File: config.mk
export PLATFORM = sky130hd
export DESIGN_NAME = host_pwr_seq
export DESIGN_NICKNAME = d
export VERILOG_FILES = /design/src/rtl/host_pwr_pkg.sv /design/src/rtl/pwr_mode_reg.sv /design/src/rtl/startup_timer.sv /design/src/rtl/pad_decode.sv /design/src/rtl/host_pwr_seq.sv
export SDC_FILE = /design/constraint.sdc
export NUM_CORES = 1
export LEC_CHECK = 0
export BUFFER_PORTS_ARGS = -buffer_cell sky130_fd_sc_hd__buf_2
export CAP_MARGIN = 20
export CELL_PAD_IN_SITES_DETAIL_PLACEMENT = 1
export CELL_PAD_IN_SITES_GLOBAL_PLACEMENT = 2
export CORE_MARGIN = 10
export CORE_UTILIZATION = 37
export CTS_BUF_LIST = sky130_fd_sc_hd__clkbuf_4
export DETAILED_ROUTE_END_ITERATION = 10
export HOLD_SLACK_MARGIN = 0.1
export PLACE_DENSITY_LB_ADDON = 0.15
export SLEW_MARGIN = 20
export SYNTH_ARGS = -nofsm -noshare
export SYNTH_HDL_FRONTEND = slang
export SYNTH_SLANG_ARGS = --single-unit
File: constraint.sdc
create_clock -name clk_i -period 2.75 [get_ports clk_i]
set_input_delay 0.275 -clock clk_i [delete_from_list [all_inputs] [get_ports clk_i]]
set_output_delay 0.275 -clock clk_i [all_outputs]
set_load 0.05 [all_outputs]
File: src/rtl/host_pwr_pkg.sv
package host_pwr_pkg;
  typedef enum logic [1:0] {
    MODE_HIZ   = 2'd0,
    MODE_OFF   = 2'd1,
    MODE_CYCLE = 2'd2,
    MODE_ON    = 2'd3
  } pwr_mode_e;

  localparam logic [1:0] CODE_OFF   = 2'b00;
  localparam logic [1:0] CODE_RSVD  = 2'b01;
  localparam logic [1:0] CODE_CYCLE = 2'b10;
  localparam logic [1:0] CODE_ON    = 2'b11;
endpackage

File: src/rtl/pwr_mode_reg.sv
module pwr_mode_reg
  import host_pwr_pkg::*;
(
  input  logic       clk_i,
  input  logic       rst_ni,
  input  logic       we_i,
  input  logic [1:0] pwr_i,
  input  logic       dirpol_i,
  output logic [1:0] field_o,
  output logic       dirpol_o,
  output pwr_mode_e  mode_o
);
  logic [1:0] field_q;
  logic       dirpol_q;
  logic       hiz_q;   // set by reset, left on first write

  always_ff @(posedge clk_i or negedge rst_ni) begin
    if (!rst_ni) begin
      field_q  <= CODE_OFF;
      dirpol_q <= 1'b0;
      hiz_q    <= 1'b1;
    end else if (we_i) begin
      field_q  <= pwr_i;
      dirpol_q <= dirpol_i;
      hiz_q    <= 1'b0;
    end
  end

  always_comb begin
    if (hiz_q)                     mode_o = MODE_HIZ;
    else if (field_q == CODE_ON)   mode_o = MODE_ON;
    else if (field_q == CODE_CYCLE) mode_o = MODE_CYCLE;
    else                           mode_o = MODE_OFF;
  end

  assign field_o  = field_q;
  assign dirpol_o = dirpol_q;

  a_r10_field_loaded: assert property (@(posedge clk_i) disable iff (!rst_ni)
    we_i |=> (field_o == $past(pwr_i)) && (dirpol_o == $past(dirpol_i)));
  a_r10_field_held: assert property (@(posedge clk_i) disable iff (!rst_ni)
    !we_i |=> $stable(field_o) && $stable(dirpol_o));
endmodule

File: src/rtl/startup_timer.sv
module startup_timer #(
  parameter int unsigned STARTUP_TICKS = 74,
  localparam int unsigned CW = $clog2(STARTUP_TICKS + 1)
) (
  input  logic clk_i,
  input  logic rst_ni,
  input  logic run_i,
  input  logic clr_i,
  input  logic tick_i,
  output logic ready_o
);
  localparam logic [CW-1:0] LAST = CW'(STARTUP_TICKS - 1);

  logic [CW-1:0] cnt_q;
  logic          ready_q;

  always_ff @(posedge clk_i or negedge rst_ni) begin
    if (!rst_ni) begin
      cnt_q   <= '0;
      ready_q <= 1'b0;
    end else if (clr_i) begin
      cnt_q   <= '0;
      ready_q <= 1'b0;
    end else if (run_i && !ready_q && tick_i) begin
      if (cnt_q == LAST) ready_q <= 1'b1;
      else               cnt_q   <= cnt_q + 1'b1;
    end
  end

  assign ready_o = ready_q;

  a_r7_clear_restarts: assert property (@(posedge clk_i) disable iff (!rst_ni)
    clr_i |=> !ready_o && (cnt_q == '0));
  a_r6_rise_on_tick: assert property (@(posedge clk_i) disable iff (!rst_ni)
    $rose(ready_o) |-> $past(tick_i) && $past(run_i));
  a_r9_idle_no_count: assert property (@(posedge clk_i) disable iff (!rst_ni)
    !run_i |=> $stable(cnt_q) || (cnt_q == '0));
endmodule

File: src/rtl/pad_decode.sv
module pad_decode
  import host_pwr_pkg::*;
(
  input  pwr_mode_e mode_i,
  input  logic      ready_i,
  output logic      pad_oe_o,
  output logic      pad_lvl_o,
  output logic      ck_run_o,
  output logic      eng_en_o
);
  always_comb begin
    pad_oe_o  = 1'b0;
    pad_lvl_o = 1'b0;
    ck_run_o  = 1'b0;
    eng_en_o  = 1'b0;
    unique case (mode_i)
      MODE_HIZ:   ;
      MODE_OFF:   begin pad_oe_o = 1'b1; pad_lvl_o = 1'b1; end
      MODE_CYCLE: begin pad_oe_o = 1'b1; pad_lvl_o = 1'b0; end
      MODE_ON: begin
        ck_run_o  = 1'b1;
        pad_lvl_o = 1'b1;
        pad_oe_o  = !ready_i;   // lines idle high until engines take over
        eng_en_o  = ready_i;
      end
      default: ;
    endcase
  end
endmodule

File: src/rtl/host_pwr_seq.sv
module host_pwr_seq
  import host_pwr_pkg::*;
#(
  parameter int unsigned STARTUP_TICKS = 74
) (
  input  logic       clk_i,
  input  logic       rst_ni,
  input  logic       cfg_we_i,
  input  logic [1:0] cfg_pwr_i,
  input  logic       cfg_dirpol_i,
  input  logic       ck_tick_i,
  output logic [1:0] pwr_field_o,
  output logic       dir_pol_o,
  output logic       pad_oe_o,
  output logic       pad_lvl_o,
  output logic       ck_run_o,
  output logic       eng_en_o,
  output logic       ready_o
);
  pwr_mode_e mode;
  logic      ready;
  logic      clr;

  assign clr = cfg_we_i && (cfg_pwr_i != CODE_ON);

  pwr_mode_reg i_mode (
    .clk_i    (clk_i),
    .rst_ni   (rst_ni),
    .we_i     (cfg_we_i),
    .pwr_i    (cfg_pwr_i),
    .dirpol_i (cfg_dirpol_i),
    .field_o  (pwr_field_o),
    .dirpol_o (dir_pol_o),
    .mode_o   (mode)
  );

  startup_timer #(.STARTUP_TICKS(STARTUP_TICKS)) i_timer (
    .clk_i   (clk_i),
    .rst_ni  (rst_ni),
    .run_i   (mode == MODE_ON),
    .clr_i   (clr),
    .tick_i  (ck_tick_i),
    .ready_o (ready)
  );

  pad_decode i_dec (
    .mode_i    (mode),
    .ready_i   (ready),
    .pad_oe_o  (pad_oe_o),
    .pad_lvl_o (pad_lvl_o),
    .ck_run_o  (ck_run_o),
    .eng_en_o  (eng_en_o)
  );

  assign ready_o = ready;

  a_r2_off_drives_high: assert property (@(posedge clk_i) disable iff (!rst_ni)
    cfg_we_i && (cfg_pwr_i == CODE_OFF) |=> pad_oe_o && pad_lvl_o && !ck_run_o && !eng_en_o);
  a_r3_rsvd_as_off: assert property (@(posedge clk_i) disable iff (!rst_ni)
    cfg_we_i && (cfg_pwr_i == CODE_RSVD) |=> pad_oe_o && pad_lvl_o && !ck_run_o && !eng_en_o);
  a_r4_cycle_drives_low: assert property (@(posedge clk_i) disable iff (!rst_ni)
    cfg_we_i && (cfg_pwr_i == CODE_CYCLE) |=> pad_oe_o && !pad_lvl_o && !ck_run_o && !eng_en_o);
  a_r6_engine_needs_ready: assert property (@(posedge clk_i) disable iff (!rst_ni)
    eng_en_o |-> ready_o);
  a_r8_rewrite_keeps_ready: assert property (@(posedge clk_i) disable iff (!rst_ni)
    ready_o && cfg_we_i && (cfg_pwr_i == CODE_ON) |=> ready_o);
  a_r5_on_clock_runs: assert property (@(posedge clk_i) disable iff (!rst_ni)
    cfg_we_i && (cfg_pwr_i == CODE_ON) |=> ck_run_o);
endmodule

-- After elaboration in Yosys (flattened, before gate mapping)
Index checks and enable logic that the tools add are counted.
Widths: inputs -> output; s select.
- reductions and logical operators: 10
- mux-type cells: 13
- eq/ne operators: 8
- add/subtract/negate cells: 1
- operator list (cell ; count):
    $mux 7 ; 3
    $eq 2x2->1 const B ; 4
    $add 7x1->7 const B ; 1
    $eq 7x7->1 const B ; 1
    $mux 1 ; 6
    $mux 2 ; 3
    $ne 2x2->1 const B ; 2
    $reduce_and 2->1 ; 2
    $reduce_bool 2->1 ; 2
    $reduce_or 2->1 ; 2
    $logic_and 1x1->1 ; 3
    $eq 2x1->1 const B ; 1
    $pmux 1 s2 ; 1
    $logic_not 1->1 ; 1
- flip-flop bits (word level): 12
- output and inout port bits: 8
- word-level logic and storage cells: 37

-- Depth between registers and ports, before layout
Gate-level depths: netlist of run 1.
- word-level depth: 9
- mapped depth: 6
- gate-level depth less buffers: 6

-- Cells and area by module
Synthesis of run 1 repeated with hierarchy kept, for this count alone.
- cells, all modules: 69
- area, all modules: 705.7 µm²
- by module, submodules not included (module ; sequential area each (µm²) ; instances ; cells an instance ; area each (µm²)):
    startup_timer ; 200.2 ; 1 ; 45 ; 454.2
    pwr_mode_reg ; 101.3 ; 1 ; 12 ; 156.4
    pad_decode ; 0.0 ; 1 ; 10 ; 77.6
    host_pwr_seq ; 0.0 ; 1 ; 2 ; 17.5

-- Least setup slack after synthesis of run 1
Ideal clock, no wire load.
- path type: flip-flop to output port
- from: register i_mode.field_q[1] (netlist: i_mode.field_o[1])
- to: output eng_en_o
- arrival: 1.744 ns
- path slack: 0.731 ns
- stages on the path, launching flop included: 4
- cells stage by stage: dfrtp_1 > nand3b_4 > inv_1 > and2_1
- word-level cells in the longest chain between the ends: 6
- ends and longest elaborated chain (item ; RTL line ; source):
    start: declaration ; pwr_mode_reg.sv:13 ; logic [1:0] field_q;
    start signal: assignment ; pwr_mode_reg.sv:23 ; field_q <= pwr_i;
    $eq 2x2->1 ; pwr_mode_reg.sv:32 ; else if (field_q == CODE_CYCLE) mode_o = MODE_CYCLE;
    $mux 2 ; pwr_mode_reg.sv:32 ;
    $mux 2 * ; pwr_mode_reg.sv:31 ; else if (field_q == CODE_ON) mode_o = MODE_ON;
    $mux 2 * ; pwr_mode_reg.sv:30 ; if (hiz_q) mode_o = MODE_HIZ;
    $eq 2x2->1 * ; pad_decode.sv:16 ; unique case (mode_i)
    $mux 1 * ; pad_decode.sv:16 ;
    end: declaration ; host_pwr_seq.sv:17 ; output logic eng_en_o,
Every way passes the cells marked *; elsewhere a longest branch is shown, timed or not.

-- Worst setup path after layout of run 1
- from: register i_mode.hiz_q
- to: output eng_en_o
- word-level cells in the longest chain between the ends: 3
- ends and longest elaborated chain (item ; RTL line ; source):
    start: declaration ; pwr_mode_reg.sv:15 ; logic hiz_q;
    start signal: assignment ; pwr_mode_reg.sv:21 ; hiz_q <= 1'b1;
    start signal: assignment ; pwr_mode_reg.sv:25 ; hiz_q <= 1'b0;
    $mux 2 ; pwr_mode_reg.sv:30 ;
    $eq 2x2->1 ; pad_decode.sv:16 ;
    $mux 1 ; pad_decode.sv:16 ;
Every way passes these cells.

==> results of run 1 <==
timing repair:
action	in CTS	in global routing
setup buffers	0	0
endpoints found under the hold margin	11	0
hold buffers	1	0
endpoints found under the setup margin	0	0
how the worst max path moves through the flow:
stage / from / end / cells past startpoint
floorplan: i_mode.field_o[1] / eng_en_o / 3
detailed placement: i_timer.cnt_q[0] / i_timer.cnt_q[1] / 5
global placement: i_timer.cnt_q[0] / i_timer.cnt_q[1] / 5
global route: i_mode.hiz_q / eng_en_o / 4
finish: i_mode.hiz_q / eng_en_o / 4
CTS: i_mode.hiz_q / eng_en_o / 4
per-stage QoR:
step	area (µm²)	hold slack (ns)	worst slack, ns	total power [µW]
after global placement	764	0.177	1.21	270
after CTS	801	0.200	1.04	384
after floorplan	663	-0.0206	0.731	247
after global routing	801	0.207	0.985	403
final	801	0.203	1.05	376
after detailed placement	764	0.179	1.19	271
power by group through the flow:
stage / Clock (µW) / Sequential (µW) / Combinational [µW]
6_report: 109 / 194 / 73.5
3_3_place_gp: 0 / 197 / 73.7
3_5_place_dp: 0 / 197 / 73.9
5_1_grt: 128 / 196 / 79.9
4_1_cts: 114 / 194 / 75.4
2_1_floorplan: 0 / 211 / 35.7
cell families after synthesis:
group	count (synthesis)	synth area share, %
AO/OA/AOI/OAI	12	18.1
XOR/XNOR	4	5.28
adder cells (fa/ha/maj)	2	3.77
buffers and inverters	5	2.83
flip-flops	12	45.5
multiplexers	2	3.40
AND/OR/NAND/NOR	24	21.1
final cells by class:
cell class | count | area [µm²]
Sequential cell | 12 | 302
Timing Repair Buffer | 15 | 80.1
Fill cell | 201 | 907
Clock inverter | 1 | 3.75
Clock buffer | 3 | 22.5
Inverter | 5 | 18.8
Multi-Input combinational cell | 44 | 343
Tap cell | 25 | 31.3
sequential cells by signal, indices dropped and copies added (netlist names):
register	count
i_mode.field_o	2
i_timer.cnt_q	7
i_mode.dirpol_o	1
i_timer.ready_o	1
i_mode.hiz_q	1
Yosys cell counts (2+ instances only):
cell type | count | share of area (%)
dfrtp_1 | 11 | 42
nor2_1 | 9 | 5.1
inv_1 | 5 | 2.8
xnor2_1 | 4 | 5.3
nand2_1 | 3 | 1.7
nand3_1 | 3 | 2.3
a211oi_1 | 2 | 2.3
a21oi_1 | 2 | 1.5
ha_1 | 2 | 3.8
mux2_2 | 2 | 3.4
nor4_1 | 2 | 1.9
o21ai_0 | 2 | 1.5
critical path, stage by stage, from the launching register on:
cell	delay (ns)
dfstp_2	0.55
nand3b_4	0.19
inv_1	0.07
and2_1	0.15
buf_2	0.20
metal layers:
metal  vias to the layer above  global-route usage [%]  wire length [µm]
met5                         -                       0                 0
met4                         0                    4.19                12
met3                         2                    2.51                78
met2                         8                    11.5               691
met1                       256                    9.68               661
li1                        253                       -                 -
==> metrics.md, run 1 <==
| Metric | Value |
|---|---|
| P per Cell Area | `470 nW/µm²` |
| Flops & latches, synth | `12` |
| Area growth syn-to-layout | `20.8%` |
| CP Data Required Time | `between 2 and 2.5 ns` |
| Vias/cell | `4.94` |
| FF-to-FF path depth | `5` |
| Grt ovf | `0` |
| Final Cycle Share | `61.7%` |
| R2r setup slk | `1.17 ns` |
| Clk network pwr share | `29.0%` |
| Synth cell types | `26` |
| Inst Count DP | `100` |
| Final nets | `90` |
| DRT antenna net count | `0` |
| Post-Synthesis Cells | `61` |
| Mapped cell area | `663 µm²` |
| Die Area | `3890 µm²` |
| Worst-path fanout max | `6` |
| CP Class | `reg -> out` |
| DIE HEIGHT | `62.3 µm` |
| Leakage power | `0.000357 µW` |
| Vias in the first global route | `~540` |
| Antenna violations before repair | `0` |
| Post-route minimum period | `roughly 1.7 ns` |
| CTS tree | `built` |
| First-pass GRT wire length | `2.48 mm` |
| Initial core utilization | `38.8%` |
| Async SR Flop Fraction | `100%` |
| Status | `completed` |
| Max-slew headroom | `between 70% and 80%` |
| Max VDD drop | `0.221 mV` |
| Tot GR Track Use | `under 10%` |
| Final hold violations | `0` |
| Worst Max-Slew Pin Slew | `0.427 ns` |
| Row cnt | `15` |
| Commonest non-fill, non-tap cell in the layout | `buf_2` |
| Worst-Skew Late Latency | `0.27 ns` |
| Via count | `519` |
| Max Slew Vio Count | `0` |
| Hold path depth | `2` |
| Mean Syn Cell Area | `roughly 11 µm²` |
| Ant. Diodes | `0` |
| Final WL | `between 1 and 1.5 mm` |
| Post-synth EDFFs | `0` |
| HP Start | `cfg_we_i` |
| Setup TNS | `0 ns` |
| Switching Fraction | `31.5%` |
| RSZ-0062 raised after global routing | `no` |
| Psw | `between 100 and 150 µW` |
| Wire per inst | `13.7 µm` |
| IO Port Bufs | `14` |
| Final Core Density | `a little under half` |
| Sink Count | `12` |
| Max cap viols | `0` |
| Synth warn | `0` |
| Drt drc | `0` |
| Final setup vio count | `0` |
| Crit end category | `output port` |
| Comb pwr share | `between 10% and 20%` |
| Fmax | `589 MHz` |
| Post-synthesis sequential area ratio | `45.5%` |
| DRT iter0 DRCs | `7` |
| Die X | `slightly above 60 µm` |
| Largest net degree at the start of global routing | `13` |
| Worst r2r src | `i_timer.cnt_q[0]` |
| Boundary Pins | `15` |
| CP arrival | `1.42 ns` |
| Final Non-Filler Cells | `between 100 and 150` |
| H-tree depth | `1` |
| CTS resizes | `0` |
| CTS clk-pin slew, worst paths | `0.07 ns` |
| HP Class | `in -> reg` |
| Syn nets | `70` |
| Clk root buf | `clkbuf_4` |
| Main flop type after synthesis | `dfrtp_1` |
| Max Clock Skew | `0.00858 ns` |
| Clock Tree Buf Depth | `2` |
| Commonest non-fill, non-tap cells in the layout | `14 x buf_2, 11 x dfrtp_1, 9 x nor2_1` |
| First-pass DRT Iterations | `4` |
| R2R Path End | `i_timer.cnt_q[1]` |
| Share of cells above drive strength 1 | `33.8%` |
| Internal power | `258 µW` |
| WHS Endpoint | `i_mode.hiz_q` |
| TritonCTS Buffers | `3` |
| Core box area | `1710 µm²` |
| Sequential power share | `51.5%` |
| Placer Congestion | `~0.74` |
| CP Launch Type | `flip-flop` |
(Power assumes the default switching activity.)
==> run 2, diff against run 1 <==
--- a/config.mk
+++ b/config.mk
@@ -10,7 +10,7 @@
 export CELL_PAD_IN_SITES_DETAIL_PLACEMENT = 1
 export CELL_PAD_IN_SITES_GLOBAL_PLACEMENT = 2
 export CORE_MARGIN = 10
-export CORE_UTILIZATION = 37
+export CORE_UTILIZATION = 34
 export CTS_BUF_LIST = sky130_fd_sc_hd__clkbuf_4
 export DETAILED_ROUTE_END_ITERATION = 10
 export HOLD_SLACK_MARGIN = 0.1
==> constraint.sdc (replaced) <==
create_clock -name clk_i -period 1.7 [get_ports clk_i]
set_input_delay 0.17 -clock clk_i [delete_from_list [all_inputs] [get_ports clk_i]]
set_output_delay 0.17 -clock clk_i [all_outputs]
set_load 0.05 [all_outputs]
==> run 2 against run 1 <==
  * Routed wire length up 10%
  * Die area up 6.0%
  * Flip-flop and latch count unchanged
  * Cell count up 3.8%
  * Register-to-register slack worse by 1.1 ns
  * Clock skew down 0.0079 ns
  * Non-clock buffer count up 4
  * Via count up 3.3%
==> metrics.md, run 2 (same netlist as run 1, synthesis figures left out) <==
| Metric | Value |
|---|---|
| First-pass DRT Iterations | `4 (unchanged)` |
| Met2 WL | `722 µm (was 691 µm)` |
| Max Clock Skew | `0.000691 ns (was 0.00858 ns)` |
| Leakage power | `0.000375 µW (was 0.000357 µW)` |
| Largest net degree at the start of global routing | `13 (unchanged)` |
| Via count | `536 (was 519)` |
| CP Class | `reg -> reg (was reg -> out)` |
| Final Non-Filler Cells | `109 (was 105)` |
| Fmax | `627 MHz` |
| CTS clk-pin slew, worst paths | `0.07 ns (about the same)` |
| First-pass GRT wire length | `2.88 mm (was 2.48 mm)` |
| Max Slew Vio Count | `0 (unchanged)` |
| Worst-path fanout max | `5 (was 6)` |
| Area of the multi-input gates | `349 µm² (was 343 µm²)` |
| Final Cycle Share | `93.9%` |
| Crit end category | `flip-flop (was output port)` |
| Final WL | `1.59 mm (was 1.44 mm)` |
| R2r setup slk | `0.10 ns (was 1.17 ns)` |
| Final nets | `94 (was 90)` |
| DRT iter0 DRCs | `12 (was 7)` |
| Die Area | `4120 µm² (was 3890 µm²)` |
| Highest Signal Layer | `met4 (unchanged)` |
| Placer Congestion | `0.798 (was 0.738)` |
| WHS Endpoint | `i_mode.dirpol_o (was i_mode.hiz_q)` |
| IO Port Bufs | `14 (unchanged)` |
| Ant. Diodes | `0 (unchanged)` |
| Worst Max-Slew Pin Slew | `0.412 ns (was 0.427 ns)` |
| Hold path depth | `2 (unchanged)` |
| CTS tree | `built (unchanged)` |
| Largest register by flop count | `i_timer.cnt_q (unchanged)` |
| Clock Tree Buf Depth | `2 (unchanged)` |
| FF-to-FF path depth | `5 (unchanged)` |
| Max VDD drop | `0.524 mV (was 0.221 mV)` |
| DRT antenna net count | `0 (unchanged)` |
| H-tree depth | `1 (unchanged)` |
| Commonest non-fill, non-tap cells in the layout | `13 x buf_2, 9 x nor2_1, 9 x dfrtp_1 (was 14 x buf_2, 11 x dfrtp_1, 9 x nor2_1)` |
| Initial core utilization | `37.2% (was 38.8%)` |
| Sink Count | `12 (unchanged)` |
| CP Data Required Time | `1.88 ns (was 2.48 ns)` |
| Critical path, cell by cell | `ha_1 > and4b_4 > a211oi_4 > nor2_1 > a211oi_2 (was nand3b_4 > inv_1 > and2_1 > buf_2)` |
| Grt ovf | `0 (unchanged)` |
| TritonCTS Buffers | `3 (unchanged)` |
| Register area | `304 µm² (was 302 µm²)` |
| HP Start | `cfg_dirpol_i (was cfg_we_i)` |
| Vias/cell | `4.92 (was 4.94)` |
| Area growth syn-to-layout | `27.4% (was 20.8%)` |
| Worst-Skew Late Latency | `0.26 ns (was 0.27 ns)` |
| Clk root buf | `clkbuf_4 (unchanged)` |
| Max FFs per register | `7 (unchanged)` |
| RSZ-0062 raised after global routing | `no (unchanged)` |
| CP Launch Type | `flip-flop (unchanged)` |
| Final hold violations | `0 (unchanged)` |
| R2R Path End | `i_timer.cnt_q[1] (unchanged)` |
| Status | `completed (unchanged)` |
| Setup TNS | `0 ns (unchanged)` |
| Tot GR Track Use | `8.48% (was 7.78%)` |
| Post-route minimum period | `1.60 ns` |
| Share of cells above drive strength 1 | `40.5% (was 33.8%)` |
| Die X | `64.2 µm (was 62.3 µm)` |
| Boundary Pins | `15 (unchanged)` |
| CP max stage delay | `0.44 ns (was 0.55 ns)` |
| P per Cell Area | `739 nW/µm² (was 470 nW/µm²)` |
| Drt drc | `0 (unchanged)` |
| CP arrival | `1.77 ns (was 1.42 ns)` |
| Met3 WL | `84 µm (was 78 µm)` |
| Core box area | `1780 µm² (was 1710 µm²)` |
| Inst Count DP | `102 (was 100)` |
| Met1 Wirelength | `774 µm (was 661 µm)` |
| Row cnt | `15 (unchanged)` |
| Vias in the first global route | `624 (was 535)` |
| Placed wire-length estimate | `about 1.3 mm` |
| Wire per inst | `14.6 µm (was 13.7 µm)` |
| Max cap viols | `0 (unchanged)` |
| Worst r2r src | `i_timer.cnt_q[0] (unchanged)` |
| Max-slew headroom | `72.4% (was 71.3%)` |
| DIE HEIGHT | `64.2 µm (was 62.3 µm)` |
| Antenna violations before repair | `0 (unchanged)` |
| Slowest CP cell | `dfrtp_1 (was dfstp_2)` |
| Commonest non-fill, non-tap cell in the layout | `buf_2 (unchanged)` |
| HP Class | `in -> reg (unchanged)` |
| Final setup vio count | `0 (unchanged)` |
| Fillers | `216 (was 201)` |
run 2: cell types whose count changed in the layout (fill, tap and decap cells not counted):
cell / delta
a211oi_1: -1
a211oi_2: +1
and2_1: -1
and2_2: +1
buf_2: -1
buf_4: +3
clkbuf_4: +1
dfrtp_1: -2
dfrtp_2: +2
dlygate4sd3_1: +1
run 2: worst max-delay path by stage:
stage               slack (ns)  cells after the start              start          endpoint
finish                    0.10                      5   i_timer.cnt_q[0]  i_timer.cnt_q[1]
global route              0.02                      5   i_timer.cnt_q[0]  i_timer.cnt_q[1]
CTS                       0.05                      4       i_mode.hiz_q          eng_en_o
detailed placement        0.08                      5   i_timer.cnt_q[0]  i_timer.cnt_q[1]
global placement          0.19                      5   i_timer.cnt_q[0]  i_timer.cnt_q[1]
floorplan                 0.07                      1  i_mode.field_o[1]          pad_oe_o
run 2: critical path, delay by kind of cell, from the launching register on:
family | cells | cell delay (ns)
DFF | 1 | 0.44
adders and majority gates | 1 | 0.22
and+or+nand+nor | 2 | 0.30
AOI/OAI and AO/OA | 2 | 0.55
run 2: power by group:
| group | switching (µW) | total [µW] | internal [µW] |
|---|---|---|---|
| registers | 15.1 | 313 | 298 |
| clock network | 89.3 | 174 | 84.7 |
| logic | 90.9 | 136 | 45.5 |
run 2: layer usage:
metal	vias up	track usage [%]
met2	10	12.3
met3	2	4.36
li1	263	-
met1	261	10.5
met4	0	2.94
met5	-	0
run 2: cell type report:
class / count / area share [%]
multi-input combinational: 44 / 41.3
clock inverter: 1 / 0.444
timing repair buffer: 19 / 13.6
inverter: 5 / 2.22
tap: 25 / 3.70
clock buffer: 3 / 2.67
sequential: 12 / 36.0
run 2: through the flow:
step           cell area (µm²)  worst slack (ns)  util (%)  total power, µW  hold slack (ns)
5_1_grt                    845            0.0242      47.4              665            0.126
3_3_place_gp               783             0.188      43.9              445           0.0625
4_1_cts                    830            0.0472      46.5              629            0.135
6_report                   845             0.104      47.4              624            0.138
3_5_place_dp               783            0.0795      43.9              447           0.0656
2_1_floorplan              667            0.0700         -              400           -0.126
run 2: repair_timing:
action                                  in CTS  in global routing
hold endpoints to repair                    13                  0
setup buffers                                0                  1
resized for setup                            0                  2
endpoints found under the setup margin       0                  2
hold buffers                                 2                  0
